### config.mk
export PLATFORM = sky130hd
export DESIGN_NAME = oldest_issue_queue
export DESIGN_NICKNAME = d
export VERILOG_FILES = /design/src/rtl/iq_pkg.sv /design/src/rtl/iq_slot.sv /design/src/rtl/iq_alloc.sv /design/src/rtl/iq_age_pick.sv /design/src/rtl/oldest_issue_queue.sv
export SDC_FILE = /design/constraint.sdc
export NUM_CORES = 1
export LEC_CHECK = 0
export BUFFER_PORTS_ARGS = -buffer_cell sky130_fd_sc_hd__buf_2
export CAP_MARGIN = 20
export CORE_MARGIN = 3
export CORE_UTILIZATION = 32
export CTS_CLUSTER_DIAMETER = 150
export CTS_CLUSTER_SIZE = 8
export DETAILED_ROUTE_END_ITERATION = 16
export MAX_ROUTING_LAYER = met4
export PLACE_DENSITY = 0.47
export SLEW_MARGIN = 5
export SYNTH_ARGS = -nofsm -noshare
export SYNTH_HDL_FRONTEND = slang
export SYNTH_SLANG_ARGS = --single-unit
### constraint.sdc
create_clock -name clk -period 50.4 [get_ports clk]
set_input_delay 10.08 -clock clk [delete_from_list [all_inputs] [get_ports clk]]
set_output_delay 10.08 -clock clk [all_outputs]
set_load 0.05 [all_outputs]
### src/rtl/iq_pkg.sv
`timescale 1ns/1ps
// Shared types for the issue queue.
package iq_pkg;
    // Lifecycle of one queue slot: empty, waiting on dependencies,
    // eligible for issue, or issued and awaiting write-back.
    typedef enum logic [1:0] {
        ST_FREE  = 2'd0,
        ST_WAIT  = 2'd1,
        ST_READY = 2'd2,
        ST_EXEC  = 2'd3
    } slot_state_e;
endpackage

### src/rtl/iq_slot.sv
`timescale 1ns/1ps
// One issue-queue slot.
// Holds one instruction index and its lifecycle state.
// Assumes: alloc is raised only while the slot is free; grant only while ready.
module iq_slot
    import iq_pkg::*;
#(
    parameter int IDXW = 6
) (
    input  logic              clk,
    input  logic              rst_n,
    input  logic              alloc,
    input  logic [IDXW-1:0]   alloc_idx,
    input  logic              alloc_ready,
    input  logic              wake_valid,
    input  logic [IDXW-1:0]   wake_idx,
    input  logic              grant,
    input  logic              wb_valid,
    input  logic [IDXW-1:0]   wb_idx,
    output slot_state_e       state,
    output logic [IDXW-1:0]   idx
);

    logic wake_hit;
    logic wb_hit;

    // Match the broadcast indices against the held index.
    always_comb begin
        wake_hit = wake_valid && (state == ST_WAIT) && (wake_idx == idx);
        wb_hit   = wb_valid && (state == ST_EXEC) && (wb_idx == idx);
    end

    // Advance the slot through free, wait, ready and executing.
    always_ff @(posedge clk) begin
        if (!rst_n) begin
            state <= ST_FREE;
            idx   <= '0;
        end else if (alloc) begin
            state <= alloc_ready ? ST_READY : ST_WAIT;
            idx   <= alloc_idx;
        end else if (wake_hit) begin
            state <= ST_READY;
        end else if (grant && state == ST_READY) begin
            state <= ST_EXEC;
        end else if (wb_hit) begin
            state <= ST_FREE;
        end
    end

endmodule

### src/rtl/iq_alloc.sv
`timescale 1ns/1ps
// Free-slot finder.
// Picks the lowest-numbered free slot as a one-hot vector and reports
// when no slot is free. Assumes nothing about the order of slot use.
module iq_alloc #(
    parameter int DEPTH = 8
) (
    input  logic [DEPTH-1:0] free_vec,
    output logic [DEPTH-1:0] alloc_oh,
    output logic             full
);

    // Isolate the lowest set bit of the free vector.
    always_comb begin
        alloc_oh = free_vec & (~free_vec + DEPTH'(1));
        full     = ~|free_vec;
    end

endmodule

### src/rtl/iq_age_pick.sv
`timescale 1ns/1ps
// Oldest-first selector.
// Among the flagged slots, finds the one whose index is oldest under
// modular comparison. Assumes the live indices span under half the range.
module iq_age_pick #(
    parameter int DEPTH = 8,
    parameter int IDXW  = 6
) (
    input  logic [DEPTH-1:0] cand,
    input  logic [IDXW-1:0]  idx [DEPTH],
    output logic             any,
    output logic [DEPTH-1:0] pick_oh,
    output logic [IDXW-1:0]  pick_idx
);

    localparam int SELW = (DEPTH > 1) ? $clog2(DEPTH) : 1;

    // True when a is older than b under wrap-around ordering.
    function automatic logic is_older(input logic [IDXW-1:0] a,
                                      input logic [IDXW-1:0] b);
        logic [IDXW-1:0] diff;
        diff = a - b;
        return diff[IDXW-1];
    endfunction

    logic [SELW-1:0] best;

    // Linear scan keeping the oldest candidate seen so far.
    always_comb begin
        any  = 1'b0;
        best = '0;
        for (int i = 0; i < DEPTH; i++) begin
            if (cand[i] && (!any || is_older(idx[i], idx[best]))) begin
                best = SELW'(i);
                any  = 1'b1;
            end
        end
        pick_oh  = any ? (DEPTH'(1) << best) : '0;
        pick_idx = any ? idx[best] : '0;
    end

endmodule

### src/rtl/oldest_issue_queue.sv
`timescale 1ns/1ps
// Oldest-first issue queue.
// Holds dispatched instructions in waiting, ready and executing states,
// issues the oldest ready one per cycle while resources are available,
// and lets a zero-latency instruction bypass the queue when the port is
// idle. Assumes unique live indices spanning under 2^(IDXW-1) values.
module oldest_issue_queue
    import iq_pkg::*;
#(
    parameter int DEPTH = 8,
    parameter int IDXW  = 6
) (
    input  logic            clk,
    input  logic            rst_n,
    input  logic            disp_valid,
    input  logic [IDXW-1:0] disp_idx,
    input  logic            disp_ops_ready,
    input  logic            disp_zero_lat,
    output logic            disp_full,
    input  logic            wake_valid,
    input  logic [IDXW-1:0] wake_idx,
    input  logic            res_avail,
    output logic            issue_valid,
    output logic [IDXW-1:0] issue_idx,
    output logic            issue_bypass,
    input  logic            wb_valid,
    input  logic [IDXW-1:0] wb_idx
);

    slot_state_e      slot_st  [DEPTH];
    logic [IDXW-1:0]  slot_idx [DEPTH];
    logic [DEPTH-1:0] free_vec;
    logic [DEPTH-1:0] ready_vec;
    logic [DEPTH-1:0] alloc_oh;
    logic [DEPTH-1:0] pick_oh;
    logic             pick_any;
    logic [IDXW-1:0]  pick_idx;
    logic             accept;
    logic             q_issue;
    logic             bypass;
    logic             alloc_go;

    // Gather per-slot state into free and ready vectors.
    always_comb begin
        for (int i = 0; i < DEPTH; i++) begin
            free_vec[i]  = (slot_st[i] == ST_FREE);
            ready_vec[i] = (slot_st[i] == ST_READY);
        end
    end

    iq_alloc #(.DEPTH(DEPTH)) u_alloc (
        .free_vec (free_vec),
        .alloc_oh (alloc_oh),
        .full     (disp_full)
    );

    iq_age_pick #(.DEPTH(DEPTH), .IDXW(IDXW)) u_pick (
        .cand     (ready_vec),
        .idx      (slot_idx),
        .any      (pick_any),
        .pick_oh  (pick_oh),
        .pick_idx (pick_idx)
    );

    // Decide between queue issue, bypass issue and slot allocation.
    always_comb begin
        accept       = disp_valid && !disp_full;
        q_issue      = res_avail && pick_any;
        bypass       = res_avail && !pick_any && accept
                       && disp_zero_lat && disp_ops_ready;
        alloc_go     = accept && !bypass;
        issue_valid  = q_issue || bypass;
        issue_bypass = bypass;
        issue_idx    = q_issue ? pick_idx : (bypass ? disp_idx : '0);
    end

    for (genvar g = 0; g < DEPTH; g++) begin : g_slot
        iq_slot #(.IDXW(IDXW)) u_slot (
            .clk         (clk),
            .rst_n       (rst_n),
            .alloc       (alloc_go && alloc_oh[g]),
            .alloc_idx   (disp_idx),
            .alloc_ready (disp_ops_ready),
            .wake_valid  (wake_valid),
            .wake_idx    (wake_idx),
            .grant       (q_issue && pick_oh[g]),
            .wb_valid    (wb_valid),
            .wb_idx      (wb_idx),
            .state       (slot_st[g]),
            .idx         (slot_idx[g])
        );
    end

endmodule

==> results.yml, run 1 <==
run_status:
  status: "completed"
place:
  placed_cell_area_sq_mm: 0.00732
  port_buffers: 34
  place.gp.congestion: 0.895
  place_hpwl_um: 20900
setup_path:
  critPathArrivalTime_ps: 19600
  cpMostUsedCell: "a21oi_1"
  critical_path_class: "reg -> out"
  path_max_fanout: 18
  cp-end-kind: "output pin"
  worst_path_max_delay_cell: "a21oi_1"
  crit_path_start_kind: "flip-flop"
  critPathMaxStageDelay_ps: 810
  cp.required_ps: 40320
power_and_ir_drop:
  p_int_uw: 115
  power_frac_comb: 0.273
  pwr-share-seq: 0.325
  netSwitchingPower_uw: 55.7
  clockPowerShare: 0.402
  ir_worst_vdd_mv: 0.0188
  total_leakage_power_uw: 0.00293
  netSwitchingFraction: 0.327
  power.density_mw_per_mm2: 22.2
clock_network:
  root_buffer: "clkbuf_16"
  ctsResizeCount: 0
  clock_sinks: 64
  clk_latency_ps: 340
  post-cts-setup-buffer-count: 0
  numCtsBuffers: 9
  htreeDepth: 3
  path_clk_slew_ps: 50
  tritoncts: "built"
  clockBufferDepth: 2
  hold_buffers: 0
timing:
  finalHoldViolations: 0
  post-route-period-util: 0.589
  skew_ps: 6.06
  max-slew-margin-rel: 0.245
  clock.fmax_ghz: 0.0337
  finalCriticalPeriod_ps: 29680
  setup_violations: 0
  setup_tns_ps: 0
  tightestPinTransition_ps: 1130
  slew_violations: 0
  rsz0062_at_grt: "no"
layout:
  final_cell_area_sq_mm: 0.00766
  nFillCells: 2295
  finalNetCount: 984
  syn_to_final_growth_pct: 7.95
  drive_above_1_share: 0.0996
  diodes: 0
drt:
  vias: 7268
  drc: 0
  viasPerCell: 6.01
  wl_per_cell_um: 23.9
  drtPass1Iterations: 5
  antenna_left: 0
  drt_iter0_drc: 695
  wirelength_um: 28900
grt:
  grt_max_degree: 59
  grt_pass1_vias: 6908
  grt_usage: 0.243
  grt_antenna_before_repair: 0
  grt-ovfl-total: 0
  grt_pass1_wl_um: 43400
synthesis:
  synth_most_common_cell: "nand2_1"
  syn_avg_cell_area_sq_um: 7.41
  syn_nets: 1012
  syn_area_sq_mm: 0.00709
  syn_inst: 958
  synthArstFlopShare: 0
  ys.flop_type: "dfxtp_1"
  yosys_register_bits: 64
  synth_area_leader_cell: "dfxtp_1"
  yosysWarnings: 0
  yosysTopAreaCellShare: 0.181
  synth_area_leaders: "dfxtp_1 (18%), mux2i_1 (8.5%), xor2_1 (6.5%)"
  synth-edff-count: 0
  yosys-top-cells-count: "nand2_1 (114), nor2_1 (97), dfxtp_1 (64), mux2i_1 (60), clkbuf_1 (58)"
  ys_types: 86
  synth.yosys.seq_area_share: 0.181
floorplan:
  die_area_sq_mm: 0.0240
  rows: 53
  initial_utilization: 0.331
  fp.dieH_um: 155
  core_area_sq_mm: 0.0214
  pin_count: 35
  die_x_um: 155
run:
  drv_cap: 0
min_path:
  hp-class: "reg -> reg"
## through the flow
stage	cells	power [uW]	hold WS [ps]	utilization	worst slack [ps]
after floorplan	958	90.6	478	-	23620
after global placement	1192	102	524	0.342	21360
after detailed placement	1192	102	530	0.342	21390
after CTS	1207	170	538	0.357	20980
after global routing	1209	178	572	0.358	18920
final	1209	170	537	0.358	20720
## sequential cells by signal (all words and copies together), names as in the netlist
register             flops
g_slot.u_slot.state     16
g_slot.u_slot.idx       48
## final cells by class
| class | count | area [sq um] | area share |
|---|---|---|---|
| clock buffer | 12 | 256 | 0.0335 |
| tap | 275 | 344 | 0.0449 |
| sequential | 64 | 1280 | 0.167 |
| multi-input combinational | 794 | 5420 | 0.708 |
| clock inverter | 3 | 65.1 | 0.00850 |
| inverter | 22 | 82.6 | 0.0108 |
| timing repair buffer | 39 | 205 | 0.0268 |
## cell usage in the layout, fill, tap and decap left out, drive strengths merged, types with 6 or more instances in the layout
| cell | Yosys | layout |
|---|---|---|
| a211oi | 11 | 11 |
| a21o | 18 | 18 |
| a21oi | 48 | 48 |
| a311oi | 6 | 6 |
| a31oi | 24 | 24 |
| and2 | 7 | 7 |
| and3 | 9 | 9 |
| buf | 20 | 38 |
| clkbuf | 58 | 13 |
| dfxtp | 64 | 64 |
| ha | 28 | 28 |
| inv | 22 | 22 |
| mux2i | 61 | 61 |
| nand2 | 114 | 114 |
| nand2b | 12 | 12 |
| nand3 | 31 | 31 |
| nand4 | 21 | 21 |
| nor2 | 99 | 99 |
| nor2b | 16 | 16 |
| nor3 | 24 | 24 |
| nor4 | 20 | 20 |
| o211ai | 7 | 7 |
| o21a | 11 | 11 |
| o21ai | 35 | 35 |
| o221ai | 7 | 7 |
| xnor2 | 48 | 48 |
| xor2 | 54 | 54 |
## critical path, delay by kind of cell, from the launching register on
family                   cells  cell delay [ps]
AND/OR/NAND/NOR             22             4110
multiplexers                 2              620
buffers and inverters        2              390
adder cells (fa/ha/maj)      7             2180
flip-flops                   1              560
AO/OA/AOI/OAI               44            10510
XOR/XNOR                     3              830
## layer usage
layer	wire [um]	vias to the layer above	track usage
li1	-	3408	-
met1	13400	3497	0.341
met2	12900	288	0.368
met3	1560	75	0.0234
met4	964	0	0.0778
met5	0	-	-
## power by group through the flow
stage,combinational (uW),sequential [uW],clock (uW)
floorplan,37.1,53.6,0
finish,46.6,55.3,68.4
detailed placement,45.7,56.3,0
global route,50.8,55.4,71.4
global placement,45.9,56.3,0
CTS,46.0,55.2,69.3
## cells by family after synthesis
kind of cell / count (synthesis) / share of synthesized area
and+or+nand+nor: 373 / 0.255
AOI/OAI and AO/OA: 225 / 0.229
DFF: 64 / 0.181
muxes: 65 / 0.0951
xor gates and xnor gates: 103 / 0.131
buffers and inverters: 100 / 0.0593
adders and majority gates: 28 / 0.0494
## worst paths after layout
check                            startpoint                        end  slack [ps]  cells after the start
hold / removal    g_slot[2].u_slot.state[1]  g_slot[2].u_slot.state[1]         540                      2
setup / recovery    g_slot[0].u_slot.idx[2]               issue_idx[0]       20720                     80
setup reg to reg    g_slot[0].u_slot.idx[2]  g_slot[0].u_slot.state[0]       31290                     79
hold reg to reg   g_slot[2].u_slot.state[1]  g_slot[2].u_slot.state[1]         540                      2
Note: power is estimated with default switching activity, not from simulation.
==> run 2: changes to the inputs <==
clock period = 29.9 ns   (was 50.4 ns; I/O delays follow)
==> run 2 against run 1 <==
Effect of this change:
- final area grew 0.13%
- via count grew 0.61%
- first-iteration DRC count shrank 3.9%
- count of clock-buffer cells in the layout is the same
- worst hold slack gained 2.2 ps
- wire length grew 1.5%
- largest power group unchanged
- highest routed layer unchanged
==> results.yml, run 2 (synthesis gave the netlist of run 1 again) <==
run_status:
  status: "completed"
clock_network:
  tritoncts: "built"
  clockBufferDepth: 2
  path_clk_slew_ps: 50
  hold_buffers: 0
  htreeDepth: 3
  post-cts-setup-buffer-count: 0
  clk_latency_ps: 330
  numCtsBuffers: 9
  ctsResizeCount: 0
  clock_sinks: 64
  root_buffer: "clkbuf_16"
floorplan:
  initial_utilization: 0.331
  rows: 53
  fp.dieH_um: 155
  die_x_um: 155
  core_area_sq_mm: 0.0214
  die_area_sq_mm: 0.0240
  pin_count: 35
setup_path:
  worst_path_max_delay_cell: "a21oi_1"
  cpMostUsedCell: "a21oi_1"
  critical_path_class: "reg -> out"
  critPathArrivalTime_ps: 19810
  critPathMaxStageDelay_ps: 820
  r2r_slack_ps: 10640
  path_max_fanout: 18
  cp-end-kind: "output pin"
  cp.required_ps: 23920
  crit_path_start_kind: "flip-flop"
timing:
  max-slew-margin-rel: 0.285
  setup_tns_ps: 0
  skew_ps: 7.03
  clock.fmax_ghz: 0.0388
  finalCriticalPeriod_ps: 25790
  finalHoldViolations: 0
  setup_violations: 0
  slew_violations: 0
  post-route-period-util: 0.863
  rsz0062_at_grt: "no"
  hold_ws_ps: 540
  tightestPinTransition_ps: 1060
layout:
  final-seq-area_sq_mm: 0.00128
  final_common_cell: "nand2_1"
  drive_above_1_share: 0.101
  largest_reg_flops: 48
  final_util: 0.358
  nFillCells: 2288
  finalNetCount: 985
  largest_register: "g_slot.u_slot.idx"
  multi_input_comb_area_sq_mm: 0.00542
  diodes: 0
  reg.largest.list: "g_slot.u_slot.idx: 48 flops, g_slot.u_slot.state: 16 flops"
  syn_to_final_growth_pct: 8.10
  final_cell_mix: "nand2_1 (114), nor2_1 (97), dfxtp_1 (64)"
grt:
  grt-ovfl-total: 0
  grt_antenna_before_repair: 0
  grt_pass1_vias: 6918
  grt_usage: 0.246
  grt_pass1_wl_um: 44100
  grt_max_degree: 59
run:
  drv_cap: 0
place:
  place_hpwl_um: 21100
  place.gp.congestion: 0.896
  port_buffers: 34
drt:
  drtPass1Iterations: 5
  wirelength_um: 29300
  viasPerCell: 6.04
  wl_per_cell_um: 24.2
  drc: 0
  antenna_left: 0
  vias: 7312
  drt_iter0_drc: 668
power_and_ir_drop:
  power.density_mw_per_mm2: 37.3
  total_leakage_power_uw: 0.00294
  ir_worst_vdd_mv: 0.0291
min_path:
  hp-class: "reg -> reg"
==> run 2: stage by stage <==
stage | total power [uW] | setup slack (ps) | instance area [sq um] | cells
3_5_place_dp | 172 | 4910 | 7320 | 1192
3_3_place_gp | 172 | 5000 | 7320 | 1192
5_1_grt | 300 | 2530 | 7670 | 1210
6_report | 286 | 4110 | 7670 | 1210
4_1_cts | 287 | 4500 | 7650 | 1207
2_1_floorplan | 153 | 7220 | 7090 | 958
==> run 2: worst max-delay path, delay by kind of cell (launching register included) <==
family / cells / cell delay (ps)
buffers and inverters: 2 / 420
XOR/XNOR: 3 / 840
adder cells (fa/ha/maj): 7 / 2170
flip-flops: 1 / 570
multiplexers: 2 / 630
AND/OR/NAND/NOR: 22 / 4150
AO/OA/AOI/OAI: 44 / 10650
==> run 2: path summary, 6_finish.rpt <==
check,from,end,cells past startpoint
setup / recovery,g_slot[0].u_slot.idx[2],issue_idx[5],80
hold / removal,g_slot[2].u_slot.state[1],g_slot[2].u_slot.state[1],2
setup reg to reg,g_slot[0].u_slot.idx[2],g_slot[0].u_slot.state[0],79
hold reg to reg,g_slot[2].u_slot.state[1],g_slot[2].u_slot.state[1],2
==> run 2: area by class of cell <==
type / count / area share
well taps: 275 / 0.0449
clock buffers: 12 / 0.0334
flip-flops and latches: 64 / 0.167
repair buffers: 40 / 0.0281
multi-input cells: 794 / 0.707
clock inverters: 3 / 0.00848
inverters: 22 / 0.0108
==> run 2: metal layers <==
layer | global-route usage | vias up | wire [um]
li1 | - | 3422 | -
met1 | 0.355 | 3534 | 13700
met2 | 0.369 | 302 | 13100
met3 | 0.0178 | 54 | 1690
met4 | 0.0753 | 0 | 806
met5 | - | - | 0
==> run 2: report_power, final <==
part	internal (uW)	leakage, uW	switching, uW	total [uW]
Sequential	87.2	0.000517	6.32	93.5
Combinational	29.3	0.00226	49.0	78.4
Clock	76.9	0.000159	37.5	114
Total	193	0.00294	92.9	286
==> run 3: changes to the inputs <==
CORE_UTILIZATION = 60   (was 32)
CTS_BUF_LIST = sky130_fd_sc_hd__clkbuf_8   (was unset)
PLACE_DENSITY = 0.78   (was 0.47)
SETUP_SLACK_MARGIN = 0.1   (was unset)
==> run 3 against run 2 <==
Effect of this change:
- sequential share of layout area grew 0.74 points
- total power shrank 17%
- count of clock-buffer cells in the layout down 1
- worst setup slack improved by 600 ps
- sequential power fell by 0.6%
- core utilization rose by 28 points
- worst hold slack better by 26 ps
- maximum frequency up 2.4%
- critical path depth is the same
- non-clock buffer count decreased by 3
- cell count is 11% lower
- clock power shrank 40%
==> results.yml, run 3 (synthesis gave the netlist of run 1 again) <==
timing:
  finalHoldViolations: 0
  tightestPinTransition_ps: 1150
  setup_tns_ps: 0
  finalCriticalPeriod_ps: 25190
  post-route-period-util: 0.843
  setup_violations: 0
  rsz0062_at_grt: "no"
  slew_violations: 0
  clock.fmax_ghz: 0.0397
  skew_ps: 9.38
  max-slew-margin-rel: 0.230
grt:
  grt-ovfl-total: 0
  grt_usage: 0.390
  grt_pass1_vias: 7039
  grt_max_degree: 46
  grt_antenna_before_repair: 0
  grt_pass1_wl_um: 38500
setup_path:
  r2r-start: "g_slot[0].u_slot.idx[2]"
  critPathArrivalTime_ps: 19210
  crit_family: "compound AO/OA/AOI/OAI gates"
  worstRegToRegCells: 79
  critPathMaxStageDelay_ps: 740
  cp_num_buf_inv: 2
  reg2reg_to: "g_slot[0].u_slot.state[0]"
  cp.depth: 80
  path_max_fanout: 18
  cp-end-kind: "output pin"
  r2r_slack_ps: 11080
  critical_path_class: "reg -> out"
  crit_path_start_kind: "flip-flop"
  cp.required_ps: 23920
  cpMostUsedCell: "a21oi_1"
  worst_path_max_delay_cell: "o21ai_1"
run:
  drv_cap: 0
power_and_ir_drop:
  power.density_mw_per_mm2: 32.5
  ir_worst_vdd_mv: 0.0425
  total_leakage_power_uw: 0.00285
  power.total_uw: 239
place:
  port_buffers: 34
  place.gp.congestion: 1.03
  placed_cells: 1060
  place_hpwl_um: 17800
  placed_cell_area_sq_mm: 0.00716
floorplan:
  pin_count: 35
  fp.dieH_um: 115
  initial_utilization: 0.619
  core_area_sq_mm: 0.0115
  die_area_sq_mm: 0.0132
  rows: 39
  die_x_um: 115
layout:
  fin_cells: 1076
  final_common_cell: "nand2_1"
  final_cell_mix: "nand2_1 (114), nor2_1 (97), dfxtp_1 (64)"
  final_cell_area_sq_mm: 0.00734
  diodes: 0
  finalNetCount: 982
  nFillCells: 1020
  largest_reg_flops: 48
  drive_above_1_share: 0.0975
  reg.largest.list: "g_slot.u_slot.idx: 48 flops, g_slot.u_slot.state: 16 flops"
  syn_to_final_growth_pct: 3.51
  largest_register: "g_slot.u_slot.idx"
clock_network:
  post-cts-setup-buffer-count: 0
  ctsResizeCount: 0
  htreeDepth: 3
  root_buffer: "clkbuf_8"
  numCtsBuffers: 9
  clockBufferDepth: 2
  path_clk_slew_ps: 70
  clock_sinks: 64
  hold_buffers: 0
  clk_latency_ps: 350
  tritoncts: "built"
drt:
  viasPerCell: 7.00
  wl_per_cell_um: 23.4
  drtPass1Iterations: 5
  vias: 7528
  drc: 0
  wirelength_um: 25100
  drt_iter0_drc: 939
  antenna_left: 0
min_path:
  holdCritStartpoint: "g_slot[2].u_slot.state[1]"
  holdPathStages: 2
  whs_endpoint: "g_slot[2].u_slot.state[1]"
  hp-class: "reg -> reg"
run_status:
  status: "completed"
[run 3: cell types whose count changed in the layout (fill, tap and decap cells not counted), sizes merged]
cell      delta
buf          -1
bufinv       -2
clkbuf       -3
clkinv       +2
clkinvlp     +2
[run 3: through the flow]
step                      setup slack (ps)  hold WS (ps)  utilization
after floorplan                       7220           478            -
after global placement                6010           517        0.624
after detailed placement              5550           535        0.624
after CTS                             5140           544        0.640
after global routing                  3250           586        0.640
final                                 4710           565        0.640
[run 3: how the worst max path moves through the flow]
stage	startpoint	to	slack, ps
after floorplan	g_slot[0].u_slot.idx[2]	issue_idx[4]	7220
after global placement	g_slot[0].u_slot.idx[2]	issue_idx[0]	6010
after detailed placement	g_slot[0].u_slot.idx[2]	issue_idx[0]	5550
after CTS	g_slot[0].u_slot.idx[2]	issue_idx[0]	5140
after global routing	g_slot[0].u_slot.idx[2]	issue_idx[3]	3250
final	g_slot[0].u_slot.idx[2]	issue_idx[0]	4710
[run 3: worst reg2reg max path, delay by kind of cell, from the launching register on]
family,cells,cell delay (ps)
multiplexers,2,600
XOR/XNOR,3,820
adder cells (fa/ha/maj),7,2160
AND/OR/NAND/NOR,23,4540
flip-flops,1,550
buffers and inverters,1,140
AO/OA/AOI/OAI,43,9920
[run 3: area by class of cell]
cell class	count	area (sq um)	area share
Timing Repair Buffer	37	193	0.0262
Clock buffer	11	151	0.0206
Sequential cell	64	1280	0.174
Clock inverter	5	32.5	0.00443
Inverter	22	82.6	0.0112
Multi-Input combinational cell	794	5420	0.739
Tap cell	143	179	0.0244
[run 3: routing by layer]
layer | up-vias | routed length (um) | global-route usage
met4 | 0 | 1340 | 0.203
li1 | 3416 | - | -
met1 | 3492 | 10200 | 0.506
met5 | - | 0 | -
met2 | 503 | 10900 | 0.573
met3 | 117 | 2720 | 0.0784
[run 3: power breakdown]
| group | switching, uW | internal [uW] | leakage (uW) | total [uW] |
|---|---|---|---|---|
| logic | 47.9 | 29.2 | 0.00224 | 77.1 |
| registers | 5.85 | 87.0 | 0.000517 | 92.9 |
| clock network | 34.5 | 34.2 | 0.0000927 | 68.7 |
